[config.mk]
export PLATFORM = sky130hd
export DESIGN_NAME = seqdet_dual
export DESIGN_NICKNAME = d
export VERILOG_FILES = /design/src/rtl/seqdet_pkg.sv /design/src/rtl/seqdet_next.sv /design/src/rtl/seqdet_state_reg.sv /design/src/rtl/seqdet_out_decode.sv /design/src/rtl/seqdet_dual.sv
export SDC_FILE = /design/constraint.sdc
export NUM_CORES = 1
export LEC_CHECK = 0
export BUFFER_PORTS_ARGS = -buffer_cell sky130_fd_sc_hd__buf_2
export CAP_MARGIN = 40
export CORE_AREA = 2 2 39 41
export CTS_BUF_LIST = sky130_fd_sc_hd__clkbuf_2 sky130_fd_sc_hd__clkbuf_4 sky130_fd_sc_hd__clkbuf_8
export CTS_CLUSTER_DIAMETER = 30
export CTS_CLUSTER_SIZE = 40
export DETAILED_ROUTE_END_ITERATION = 8
export DIE_AREA = 0 0 41 43
export SKIP_CTS_REPAIR_TIMING = 1
export SYNTH_ARGS = -nofsm -noshare
export SYNTH_HDL_FRONTEND = slang
export SYNTH_SLANG_ARGS = --single-unit
[constraint.sdc]
create_clock -name clk -period 2 [get_ports clk]
set_input_delay 0.4 -clock clk [delete_from_list [all_inputs] [get_ports clk]]
set_output_delay 0.4 -clock clk [all_outputs]
set_load 0.03 [all_outputs]
[src/rtl/seqdet_pkg.sv]
package seqdet_pkg;

  localparam int STATE_W = 3;

  // Each state records the longest suffix of the stream that is a prefix of a pattern.
  typedef enum logic [STATE_W-1:0] {
    ST_IDLE     = 3'd0,  // no useful suffix
    ST_ONE      = 3'd1,  // "1"
    ST_TWO      = 3'd2,  // "11"
    ST_TWO_Z    = 3'd3,  // "110"
    ST_TWO_ZZ   = 3'd4,  // "1100"
    ST_MATCH    = 3'd5   // a pattern just ended; suffix "1"
  } det_state_t;

  function automatic det_state_t step_state(det_state_t s, logic b);
    det_state_t n;
    case (s)
      ST_IDLE:   n = b ? ST_ONE   : ST_IDLE;
      ST_ONE:    n = b ? ST_TWO   : ST_IDLE;
      ST_TWO:    n = b ? ST_TWO   : ST_TWO_Z;
      ST_TWO_Z:  n = b ? ST_MATCH : ST_TWO_ZZ;
      ST_TWO_ZZ: n = b ? ST_MATCH : ST_IDLE;
      ST_MATCH:  n = b ? ST_TWO   : ST_IDLE;
      default:   n = ST_IDLE;
    endcase
    return n;
  endfunction

  function automatic logic state_hits(det_state_t s);
    return (s == ST_MATCH);
  endfunction

  function automatic logic state_legal(det_state_t s);
    return (s == ST_IDLE) || (s == ST_ONE) || (s == ST_TWO) ||
           (s == ST_TWO_Z) || (s == ST_TWO_ZZ) || (s == ST_MATCH);
  endfunction

endpackage

[src/rtl/seqdet_next.sv]
module seqdet_next
  import seqdet_pkg::*;
(
  input  det_state_t cur,
  input  logic       bit_in,
  output det_state_t nxt,
  output logic       long_done,
  output logic       short_done
);

  assign nxt        = step_state(cur, bit_in);
  assign long_done  = (cur == ST_TWO_ZZ) && bit_in;
  assign short_done = (cur == ST_TWO_Z) && bit_in;

endmodule

[src/rtl/seqdet_state_reg.sv]
module seqdet_state_reg
  import seqdet_pkg::*;
(
  input  logic       clk,
  input  logic       rst,
  input  det_state_t nxt,
  output det_state_t cur
);

  always_ff @(posedge clk) begin
    if (rst) cur <= ST_IDLE;
    else     cur <= nxt;
  end


  property reset_idle_chk_p;
    @(posedge clk) rst |=> (cur == ST_IDLE);
  endproperty
  reset_idle_chk: assert property (reset_idle_chk_p);


  property state_legal_chk_p;
    @(posedge clk) disable iff (rst) state_legal(nxt) |=> state_legal(cur);
  endproperty
  state_legal_chk: assert property (state_legal_chk_p);

endmodule

[src/rtl/seqdet_out_decode.sv]
module seqdet_out_decode
  import seqdet_pkg::*;
(
  input  det_state_t cur,
  output logic       hit
);

  assign hit = state_hits(cur);

endmodule

[src/rtl/seqdet_dual.sv]
module seqdet_dual
  import seqdet_pkg::*;
(
  input  logic clk,
  input  logic rst,
  input  logic din,
  output logic detect
);

  det_state_t state_q;
  det_state_t state_d;
  logic       long_done;
  logic       short_done;

  seqdet_next u_next (
    .cur        (state_q),
    .bit_in     (din),
    .nxt        (state_d),
    .long_done  (long_done),
    .short_done (short_done)
  );

  seqdet_state_reg u_reg (
    .clk (clk),
    .rst (rst),
    .nxt (state_d),
    .cur (state_q)
  );

  seqdet_out_decode u_out (
    .cur (state_q),
    .hit (detect)
  );


  property hit_follows_chk_p;
    @(posedge clk) disable iff (rst) (long_done || short_done) |=> detect;
  endproperty
  hit_follows_chk: assert property (hit_follows_chk_p);


  property single_pulse_chk_p;
    @(posedge clk) disable iff (rst) detect |=> !detect;
  endproperty
  single_pulse_chk: assert property (single_pulse_chk_p);


  property reset_quiet_chk_p;
    @(posedge clk) rst |=> !detect;
  endproperty
  reset_quiet_chk: assert property (reset_quiet_chk_p);


  property last_bit_one_chk_p;
    @(posedge clk) disable iff (rst) detect |-> $past(din);
  endproperty
  last_bit_one_chk: assert property (last_bit_one_chk_p);

endmodule

==> results of run 1 <==
-- worst max path at each step --
stage / from / endpoint / slack, ns / cells after the start
CTS: u_reg.cur[0]$_SDFF_PP0_ / detect / 0.56 / 2
global placement: din / u_reg.cur[0]$_SDFF_PP0_ / 0.70 / 3
global route: u_reg.cur[1]$_SDFF_PP0_ / detect / 0.52 / 2
floorplan: din / u_reg.cur[0]$_SDFF_PP0_ / 0.89 / 2
detailed placement: din / u_reg.cur[0]$_SDFF_PP0_ / 0.70 / 3
finish: u_reg.cur[1]$_SDFF_PP0_ / detect / 0.56 / 2
-- per-stage QoR --
stage                     setup WS, ns  area, µm²  hold WS [ns]
after detailed placement         0.697        184         0.540
after global placement           0.705        184         0.538
final                            0.563        214         0.358
after floorplan                  0.893        149         0.469
after global routing             0.520        214         0.356
after CTS                        0.555        214         0.349
-- cells by family after synthesis --
logic type,after synthesis,synth area share
AND/OR/NAND/NOR,8,0.487
flip-flops,3,0.403
AO/OA/AOI/OAI,3,0.109
-- synthesized netlist by cell type (all sizes together) --
cell / n
nand4bb: 1
and3b: 1
or4b: 1
a21oi: 2
a31oi: 1
nand4b: 1
dfxtp: 3
nand3b: 2
or3b: 2
-- metal layers --
layer  global-route usage  routed length [µm]  share of wire
met4               0.0800                   0              0
met1               0.0190                 142           0.45
met2               0.0563                 161           0.51
met3               0.0157                   9          0.029
met5                    0                   0              0
-- report_power, final --
group | leakage [nW] | internal [mW] | switching, mW
clock network | 0.0184 | 0.0882 | 0.0304
registers | 0.0245 | 0.0631 | 0.00463
logic | 0.0340 | 0.00723 | 0.00433
total | 0.0769 | 0.159 | 0.0393
-- area by class of cell --
| type | count | area [µm²] | share of cell area |
|---|---|---|---|
| Clock buffer | 4 | 30.0 | 0.140 |
| Tap cell | 16 | 20.0 | 0.0936 |
| Multi-Input combinational cell | 11 | 88.8 | 0.415 |
| Sequential cell | 3 | 60.1 | 0.281 |
| Timing Repair Buffer | 3 | 15.0 | 0.0702 |
==> metrics.cfg, run 1 <==
[finish]
final_cell_mix=4 x clkbuf_4, 3 x buf_2, 3 x dfxtp_1
largest_register=u_reg.cur
n_fill_cell=159
area_growth_pct=43.7
nNetsFinal=25
layout_commonest_cell=clkbuf_4
largest_reg_flops=3
top_regs=u_reg.cur (3)
layout-drive-gt1-share=0.476
layoutNonFillerInstCount=37
fin_util=0.155
diodes=0

[floorplan]
core-area_um2=1380
die_h_um=43
rows=14
die-width_um=41
start_util=0.108
die-area_um2=1760
io-pin-count=4

[route]
first_pass_iters=1
post-route-drc-count=0
vias=140
ant_nets=0
wl_um=313
vias_per_cell=3.78
wl_per_cell_um=8.46
drtIter0Drc=0

[clock_network]
cts_buffer_depth=2
htreeDepth=1
clock_latency_ns=0.23
clk_pin_slew_worst_paths_ns=0.04
root_buffer=clkbuf_4
tritoncts=done
cts_buffers=3
clkSinkCount=3

[power_and_ir_drop]
leakagePower_nw=0.0769
max-vdd-ir-drop_v=0.000143
p_per_area_nw_per_um2=925
p_total_uw=198

[synthesis]
ys_seq_area_frac=0.403
ys_ff_latch=3
syn-cell-area_um2=149
synth_area_per_cell_um2=10.6
synth_area_leaders=dfxtp_1 40%, or3b_2 12%, nand3b_1 10%
yosys_warnings=0
yosys.area.top_type=dfxtp_1
synth_nets=17
synthCells=14
synth.distinct_cells=9
synth_top_cell_area_share=0.403

[global_route]
grt_use_total=0.0390
grt_max_degree=9
grt_pass1_wl_um=365
grt_overflow=0
antenna_found_initial=0
grt_pass1_vias=104

[place]
io_buffers=3
dp_cells=33
routabilityCongestion=0.418

[critical_path]
arrival_ns=1.04
critPathMaxFanout=8
cp_slowest_cell=dfxtp_1
crit_type=reg2out
startpoint_type=flip-flop
reg2reg_from=u_reg.cur[0]$_SDFF_PP0_
crit_family=flip-flops
reg2reg_to=u_reg.cur[0]$_SDFF_PP0_
worstPathBufferInverterCount=1
crit_required_ns=1.60
rrSetupSlack_ns=0.86
rr_worst_depth=2
slowest_delay_ns=0.41
path_cells=and3b_2 -> buf_2
worst_setup_path_end_kind=primary output

[timing]
setup_viol=0
relSlewSlack=0.859
max_freq_mhz=696
setup-tns-final_ns=0
timing.final.hold_violations=0
fin_skew_ns=0.00468
drv_slew=0
tightest_slew_ns=0.212
period_share=0.718
rsz0062_at_grt=no
period_minus_slack_ns=1.44

[run_status]
status=finished clean

[run]
cap_viol_max_count=0

[worst_hold_path]
worst_hold_path.endpoint=u_reg.cur[1]$_SDFF_PP0_
min_path_cells=2
worstHoldStart=rst
hp-class=in2reg

(Power assumes the default switching activity.)
==> inputs of run 2 (changes only) <==
--- a/config.mk
+++ b/config.mk
@@ -5,6 +5,7 @@
 export SDC_FILE = /design/constraint.sdc
 export NUM_CORES = 1
 export LEC_CHECK = 0
+export ABC_AREA = 1
 export BUFFER_PORTS_ARGS = -buffer_cell sky130_fd_sc_hd__buf_2
 export CAP_MARGIN = 40
 export CORE_AREA = 2 2 39 41
==> constraint.sdc (replaced) <==
create_clock -name clk -period 1.4 [get_ports clk]
set_input_delay 0.28 -clock clk [delete_from_list [all_inputs] [get_ports clk]]
set_output_delay 0.28 -clock clk [all_outputs]
set_load 0.03 [all_outputs]
==> run 2 against run 1 <==
  * Core utilization is 0.54 points higher
  * Sequential share of layout area is 0.39 points lower
  * Critical path type unchanged
  * Design area is 3.5% higher
  * Clock-buffer cell count stayed put
  * Worst hold slack worse by 0.12 ns
  * Worst setup slack worse by 0.44 ns
  * First-iteration DRC count is 1 higher
  * Sequential power is 41% higher
  * Critical path depth is 1 higher
  * Critical endpoint unchanged
==> metrics.cfg, run 2 <==
[power_and_ir_drop]
power_switching_uw=62.4  ; +59%
p_int_uw=225  ; +42%
clkPwrFrac=0.600  ; about the same
p_comb_frac=0.067  ; +0.009
p_per_area_nw_per_um2=1300  ; +40%
leakagePower_nw=0.0963  ; +25%
seqPwrFrac=0.333  ; -0.009
max-vdd-ir-drop_v=0.000197  ; +37%
power_switching_share=0.217  ; +0.0184

[finish]
diodes=0  ; unchanged
multi_input_area_um2=77.6  ; -13%
final_cell_mix=6 x nand2_1, 4 x inv_1, 4 x nor2_1, 4 x clkbuf_4
nNetsFinal=35  ; +40%
layout-drive-gt1-share=0.323  ; -0.154
layoutNonFillerInstCount=47  ; +27%
regArea_um2=61.3  ; +2.1%
layout_commonest_cell=nand2_1
top_regs=u_reg.cur (3)
largest_reg_flops=3  ; unchanged
fin_util=0.160  ; +0.00543
n_fill_cell=161  ; +1.3%
largest_register=u_reg.cur
area_growth_pct=45.1

[synthesis]
ys_seq_area_frac=0.393  ; -0.00992
yosys_warnings=0  ; unchanged
synth-simple-area-share=0.385  ; -0.102
synth_fa_ha_area_frac=0  ; unchanged
synthArstFlopShare=0  ; unchanged
synth_compound_area_frac=0.123  ; +0.0137
muxShareOfSynthArea=0  ; unchanged
ys_ff_latch=3  ; unchanged
yosys-top-cells-count=6 x nand2_1, 4 x inv_1, 4 x nor2_1, 3 x dfxtp_1, 2 x nand3_1
synth_edf_count=0  ; unchanged
synth_top_family_by_area=simple AND/OR/NAND/NOR gates
synth_nets=27  ; +10
synth_xor_area_frac=0  ; unchanged
yosysMostFrequentCell=nand2_1
synth_area_leaders=dfxtp_1 39%, nand2_1 15%, inv_1 9.8%
synthCells=24  ; +10
syn-cell-area_um2=153  ; +2.5%
synth.distinct_cells=10  ; +1
yosys.area.top_type=dfxtp_1
synth_area_per_cell_um2=6.36  ; -40%
synth_top_cell_area_share=0.393  ; -0.00992
ys.flop_type=dfxtp_1

[clock_network]
htreeDepth=1  ; unchanged
clk_pin_slew_worst_paths_ns=0.04  ; about the same
clkSinkCount=3  ; unchanged
root_buffer=clkbuf_4
tritoncts=done
cts_buffers=3  ; unchanged
cts_buffer_depth=2  ; unchanged
clock_latency_ns=0.23  ; about the same

[route]
drtIter0Drc=1  ; +1
wl_um=324  ; +3.5%
first_pass_iters=2  ; +1
vias=158  ; +13%
post-route-drc-count=0  ; unchanged
ant_nets=0  ; unchanged
wl_per_cell_um=6.89  ; -19%
vias_per_cell=3.36  ; -11%

[timing]
hold_ws_ns=0.236  ; -0.122 ns
fin_ws_ns=0.120  ; -0.444 ns
period_share=0.914
period_minus_slack_ns=1.28
tightest_slew_ns=0.212  ; +0.000180 ns
setup-tns-final_ns=0  ; unchanged
timing.final.hold_violations=0  ; unchanged
rsz0062_at_grt=no
setup_viol=0  ; unchanged
drv_slew=0  ; unchanged
max_freq_mhz=781
relSlewSlack=0.859  ; about the same
fin_skew_ns=0.0000484  ; -0.00463 ns

[critical_path]
worst_setup_path_end_kind=primary output
reg2reg_from=u_reg.cur[1]$_SDFF_PP0_
crit_required_ns=1.12  ; -0.48 ns
critPathMaxFanout=4  ; -4
crit_end=detect
rr_worst_depth=4  ; +2
startpoint_type=flip-flop
slowest_delay_ns=0.37  ; -0.04 ns
crit_type=reg2out
worstPathBufferInverterCount=2  ; +1
cp_slowest_cell=dfxtp_1
arrival_ns=1.00  ; -0.04 ns
crit_family=flip-flops
path_cells=inv_1 -> nor3_1 -> buf_4
rrSetupSlack_ns=0.55  ; -0.31 ns
startpoint=u_reg.cur[2]$_SDFF_PP0_
reg2reg_to=u_reg.cur[2]$_SDFF_PP0_
cp_num_cells=3  ; +1

[floorplan]
die-width_um=41  ; unchanged
die-area_um2=1760  ; unchanged
rows=14  ; unchanged
die_h_um=43  ; unchanged
start_util=0.110  ; +0.00271
io-pin-count=4  ; unchanged
core-area_um2=1380  ; unchanged

[place]
dp_cells=43  ; +30%
routabilityCongestion=0.469  ; +12%
dp_hpwl_um=232
io_buffers=3  ; unchanged
dp_worst_setup_slack_ns=0.310  ; -0.387 ns

[global_route]
antenna_found_initial=0  ; unchanged
grt_pass1_vias=152  ; +46%
grt_max_degree=8  ; -1
grt_pass1_wl_um=503  ; +38%
grt_overflow=0  ; unchanged
grt_use_total=0.0523  ; +0.0133

[run]
cap_viol_max_count=0  ; unchanged

[worst_hold_path]
hp-class=in2reg
worstHoldStart=rst

[run_status]
status=finished clean

run 2: cell count changes after synthesis, sizes merged:
cell,previous run,this run
a31oi,1,0
nor2,0,5
and3b,1,0
o21ai,0,1
inv,0,4
nand3b,2,0
nor3,0,1
nand3,0,2
nand2,0,6
or3b,2,0
or4b,1,0
nand4b,1,0
nand4bb,1,0
run 2: kinds of logic after synthesis:
| family | Yosys count |
|---|---|
| simple gates | 14 |
| compound gates | 3 |
| flops | 3 |
| buf+inv | 4 |
run 2: per-layer routing:
metal / vias up / part of all wire / GRT usage
met5: - / 0 / 0
met4: 0 / 0.043 / 0.100
met2: 6 / 0.45 / 0.0625
met1: 61 / 0.42 / 0.0355
met3: 2 / 0.080 / 0.0314
li1: 89 / - / -
run 2: power groups by stage:
stage,logic [mW],registers [mW],clock network [mW]
6_report,0.0192,0.0958,0.172
3_5_place_dp,0.0193,0.0966,0
4_1_cts,0.0194,0.0953,0.185
2_1_floorplan,0.0126,0.0952,0
3_3_place_gp,0.0186,0.0963,0
5_1_grt,0.0226,0.0965,0.188
run 2: worst min path at each step:
stage                               to  slack (ns)  cells after the start
2_1_floorplan  u_reg.cur[2]$_SDFF_PP0_        0.34                      1
3_3_place_gp   u_reg.cur[2]$_SDFF_PP0_        0.48                      2
3_5_place_dp   u_reg.cur[2]$_SDFF_PP0_        0.48                      2
4_1_cts        u_reg.cur[2]$_SDFF_PP0_        0.23                      2
5_1_grt        u_reg.cur[2]$_SDFF_PP0_        0.24                      2
6_report       u_reg.cur[2]$_SDFF_PP0_        0.24                      2
run 2: layout make-up:
class | count | share of cell area
multi-input combinational | 17 | 0.350
sequential | 3 | 0.277
clock buffer | 4 | 0.136
tap | 16 | 0.0904
inverter | 4 | 0.0678
timing repair buffer | 3 | 0.0791
run 2: metrics by stage:
step / instance area [µm²] / total power [mW]
finish: 221 / 0.287
floorplan: 153 / 0.108
global placement: 188 / 0.115
detailed placement: 188 / 0.116
global route: 221 / 0.307
CTS: 218 / 0.299
run 2: worst reg2reg max path, stage by stage, from the launching register on:
cell     delay (ns)
dfxtp_1        0.42
nand2_1        0.10
nor2_2         0.10
inv_1          0.06
a21oi_2        0.12
==> inputs of run 3 (changes only) <==
--- a/config.mk
+++ b/config.mk
@@ -8,12 +8,12 @@
 export ABC_AREA = 1
 export BUFFER_PORTS_ARGS = -buffer_cell sky130_fd_sc_hd__buf_2
 export CAP_MARGIN = 40
-export CORE_AREA = 2 2 39 41
+export CORE_AREA = 3 3 40 42
 export CTS_BUF_LIST = sky130_fd_sc_hd__clkbuf_2 sky130_fd_sc_hd__clkbuf_4 sky130_fd_sc_hd__clkbuf_8
 export CTS_CLUSTER_DIAMETER = 30
 export CTS_CLUSTER_SIZE = 40
 export DETAILED_ROUTE_END_ITERATION = 8
-export DIE_AREA = 0 0 41 43
+export DIE_AREA = 0 0 43 45
 export SKIP_CTS_REPAIR_TIMING = 1
 export SYNTH_ARGS = -nofsm -noshare
 export SYNTH_HDL_FRONTEND = slang
==> run 3 against run 2 <==
  * Sequential power fell by 0.5%
  * Combinational power up 3%
  * Worst setup slack improved by 0.011 ns
  * Sequential cell count did not move
  * Die area is 9.8% higher
  * Cell count down 2.1%
  * Power fell by 0.89%
  * Register-to-register slack worse by 0.04 ns
  * Global-route usage about the same
  * Core utilization rose by 1.4 points
  * Highest routed layer is now met3
==> metrics.cfg, run 3 (synthesized netlist as in run 2, its figures left out) <==
[finish]
fin_util=0.174  ; +0.0143
layout-drive-gt1-share=0.323  ; unchanged
final_cell_mix=6 x nand2_1, 4 x inv_1, 4 x nor2_1, 4 x clkbuf_4, 3 x dfxtp_1
largest_reg_flops=3  ; unchanged
fin_area_um2=224  ; +1.1%
nNetsFinal=35  ; unchanged
top_regs=u_reg.cur (3)
layout_commonest_cell=nand2_1
area_growth_pct=46.7
largest_register=u_reg.cur
diodes=0  ; unchanged
layoutNonFillerInstCount=46  ; -2.1%

[power_and_ir_drop]
max-vdd-ir-drop_v=0.000288  ; +46%
p_total_uw=285  ; -0.89%
leakagePower_nw=0.0972  ; +0.89%
p_per_area_nw_per_um2=1270  ; -2.0%

[floorplan]
io-pin-count=4  ; unchanged
start_util=0.119  ; +0.00849
die-width_um=43  ; +4.9%
core-area_um2=1280  ; -7.1%
rows=13  ; -1
die_h_um=45  ; +4.7%
die-area_um2=1940  ; +9.8%

[timing]
max_freq_mhz=788  ; +0.83%
rsz0062_at_grt=no
setup_viol=0  ; unchanged
period_minus_slack_ns=1.27  ; -0.0105 ns
tightest_slew_ns=0.224  ; +0.0124 ns
timing.final.hold_violations=0  ; unchanged
relSlewSlack=0.850  ; -0.00830
setup-tns-final_ns=0  ; unchanged
fin_skew_ns=0.00452  ; +0.00447 ns
drv_slew=0  ; unchanged
period_share=0.907  ; -0.00751

[clock_network]
clkSinkCount=3  ; unchanged
htreeDepth=1  ; unchanged
cts_buffers=3  ; unchanged
clk_pin_slew_worst_paths_ns=0.03  ; about the same
tritoncts=done
cts_buffer_depth=2  ; unchanged
clock_latency_ns=0.23  ; about the same
root_buffer=clkbuf_4

[critical_path]
crit_required_ns=1.12  ; about the same
critPathMaxFanout=4  ; unchanged
startpoint_type=flip-flop
worst_setup_path_end_kind=primary output
crit_type=reg2out
arrival_ns=0.99  ; about the same

[route]
post-route-drc-count=0  ; unchanged
wl_per_cell_um=7.22  ; +4.7%
drtIter0Drc=1  ; unchanged
vias_per_cell=3.65  ; +8.6%
vias=168  ; +6.3%
first_pass_iters=2  ; unchanged
ant_nets=0  ; unchanged
wl_um=332  ; +2.5%

[global_route]
grt_pass1_vias=163  ; +7.2%
grt_pass1_wl_um=627  ; +25%
use_met3=0.0637  ; +0.0323
antenna_found_initial=0  ; unchanged
use_met2=0.0569  ; -0.00561
grt_max_degree=8  ; unchanged
grt-busiest-layer=met3
grt_overflow=0  ; unchanged
grt_use_total=0.0525  ; +0.000195
use_met1=0.0458  ; +0.0103

[place]
dp_cells=42  ; -2.3%
io_buffers=3  ; unchanged
postPlaceCellArea_um2=186  ; -0.67%
routabilityCongestion=0.759  ; +62%
dp_hpwl_um=262  ; +13%

[worst_hold_path]
hp-class=in2reg

[run_status]
status=finished clean

[run]
cap_viol_max_count=0  ; unchanged

==> run 3: changes by cell type in the layout (fill, tap and decap cells not counted) <==
| cell | delta |
|---|---|
| nor3_2 | +1 |
| dfxtp_2 | -1 |
| dfxtp_1 | +1 |
| nor3_1 | -1 |
==> run 3: per-layer routing <==
layer | wire (µm) | up-vias
met5 | 0 | -
met4 | 0 | 0
met3 | 41 | 0
met2 | 158 | 4
met1 | 132 | 76
li1 | - | 88
==> run 3: area by class of cell <==
cell class	instances	area, µm²
fill	153	1060
multi-input combinational	17	82.6
sequential	3	60.1
clock buffer	4	30.0
tap	15	18.8
timing repair buffer	3	17.5
inverter	4	15.0
==> run 3: critical path, cell delays in order, from the launching register on <==
cell     delay [ns]
dfxtp_1        0.36
inv_1          0.09
nor3_2         0.14
buf_4          0.17
==> run 3: worst paths after layout <==
| check | from | endpoint | slack, ns | cells after the start |
|---|---|---|---|---|
| worst max register to register | u_reg.cur[1]$_SDFF_PP0_ | u_reg.cur[2]$_SDFF_PP0_ | 0.51 | 4 |
| worst min-delay path | rst | u_reg.cur[2]$_SDFF_PP0_ | 0.24 | 2 |
| worst min register to register | u_reg.cur[2]$_SDFF_PP0_ | u_reg.cur[2]$_SDFF_PP0_ | 0.54 | 2 |
| worst max-delay path | u_reg.cur[0]$_SDFF_PP0_ | detect | 0.13 | 3 |
==> run 3: metrics by stage <==
| step | hold slack, ns | setup slack (ns) |
|---|---|---|
| after global placement | 0.476 | 0.348 |
| after detailed placement | 0.485 | 0.326 |
| final | 0.244 | 0.130 |
| after CTS | 0.238 | 0.0731 |
| after floorplan | 0.342 | 0.0295 |
| after global routing | 0.243 | 0.0343 |
==> run 3: where the power goes <==
| group | internal, mW | switching (mW) |
|---|---|---|
| registers | 0.0902 | 0.00513 |
| clock network | 0.126 | 0.0436 |
| logic | 0.00813 | 0.0117 |
| total | 0.224 | 0.0604 |
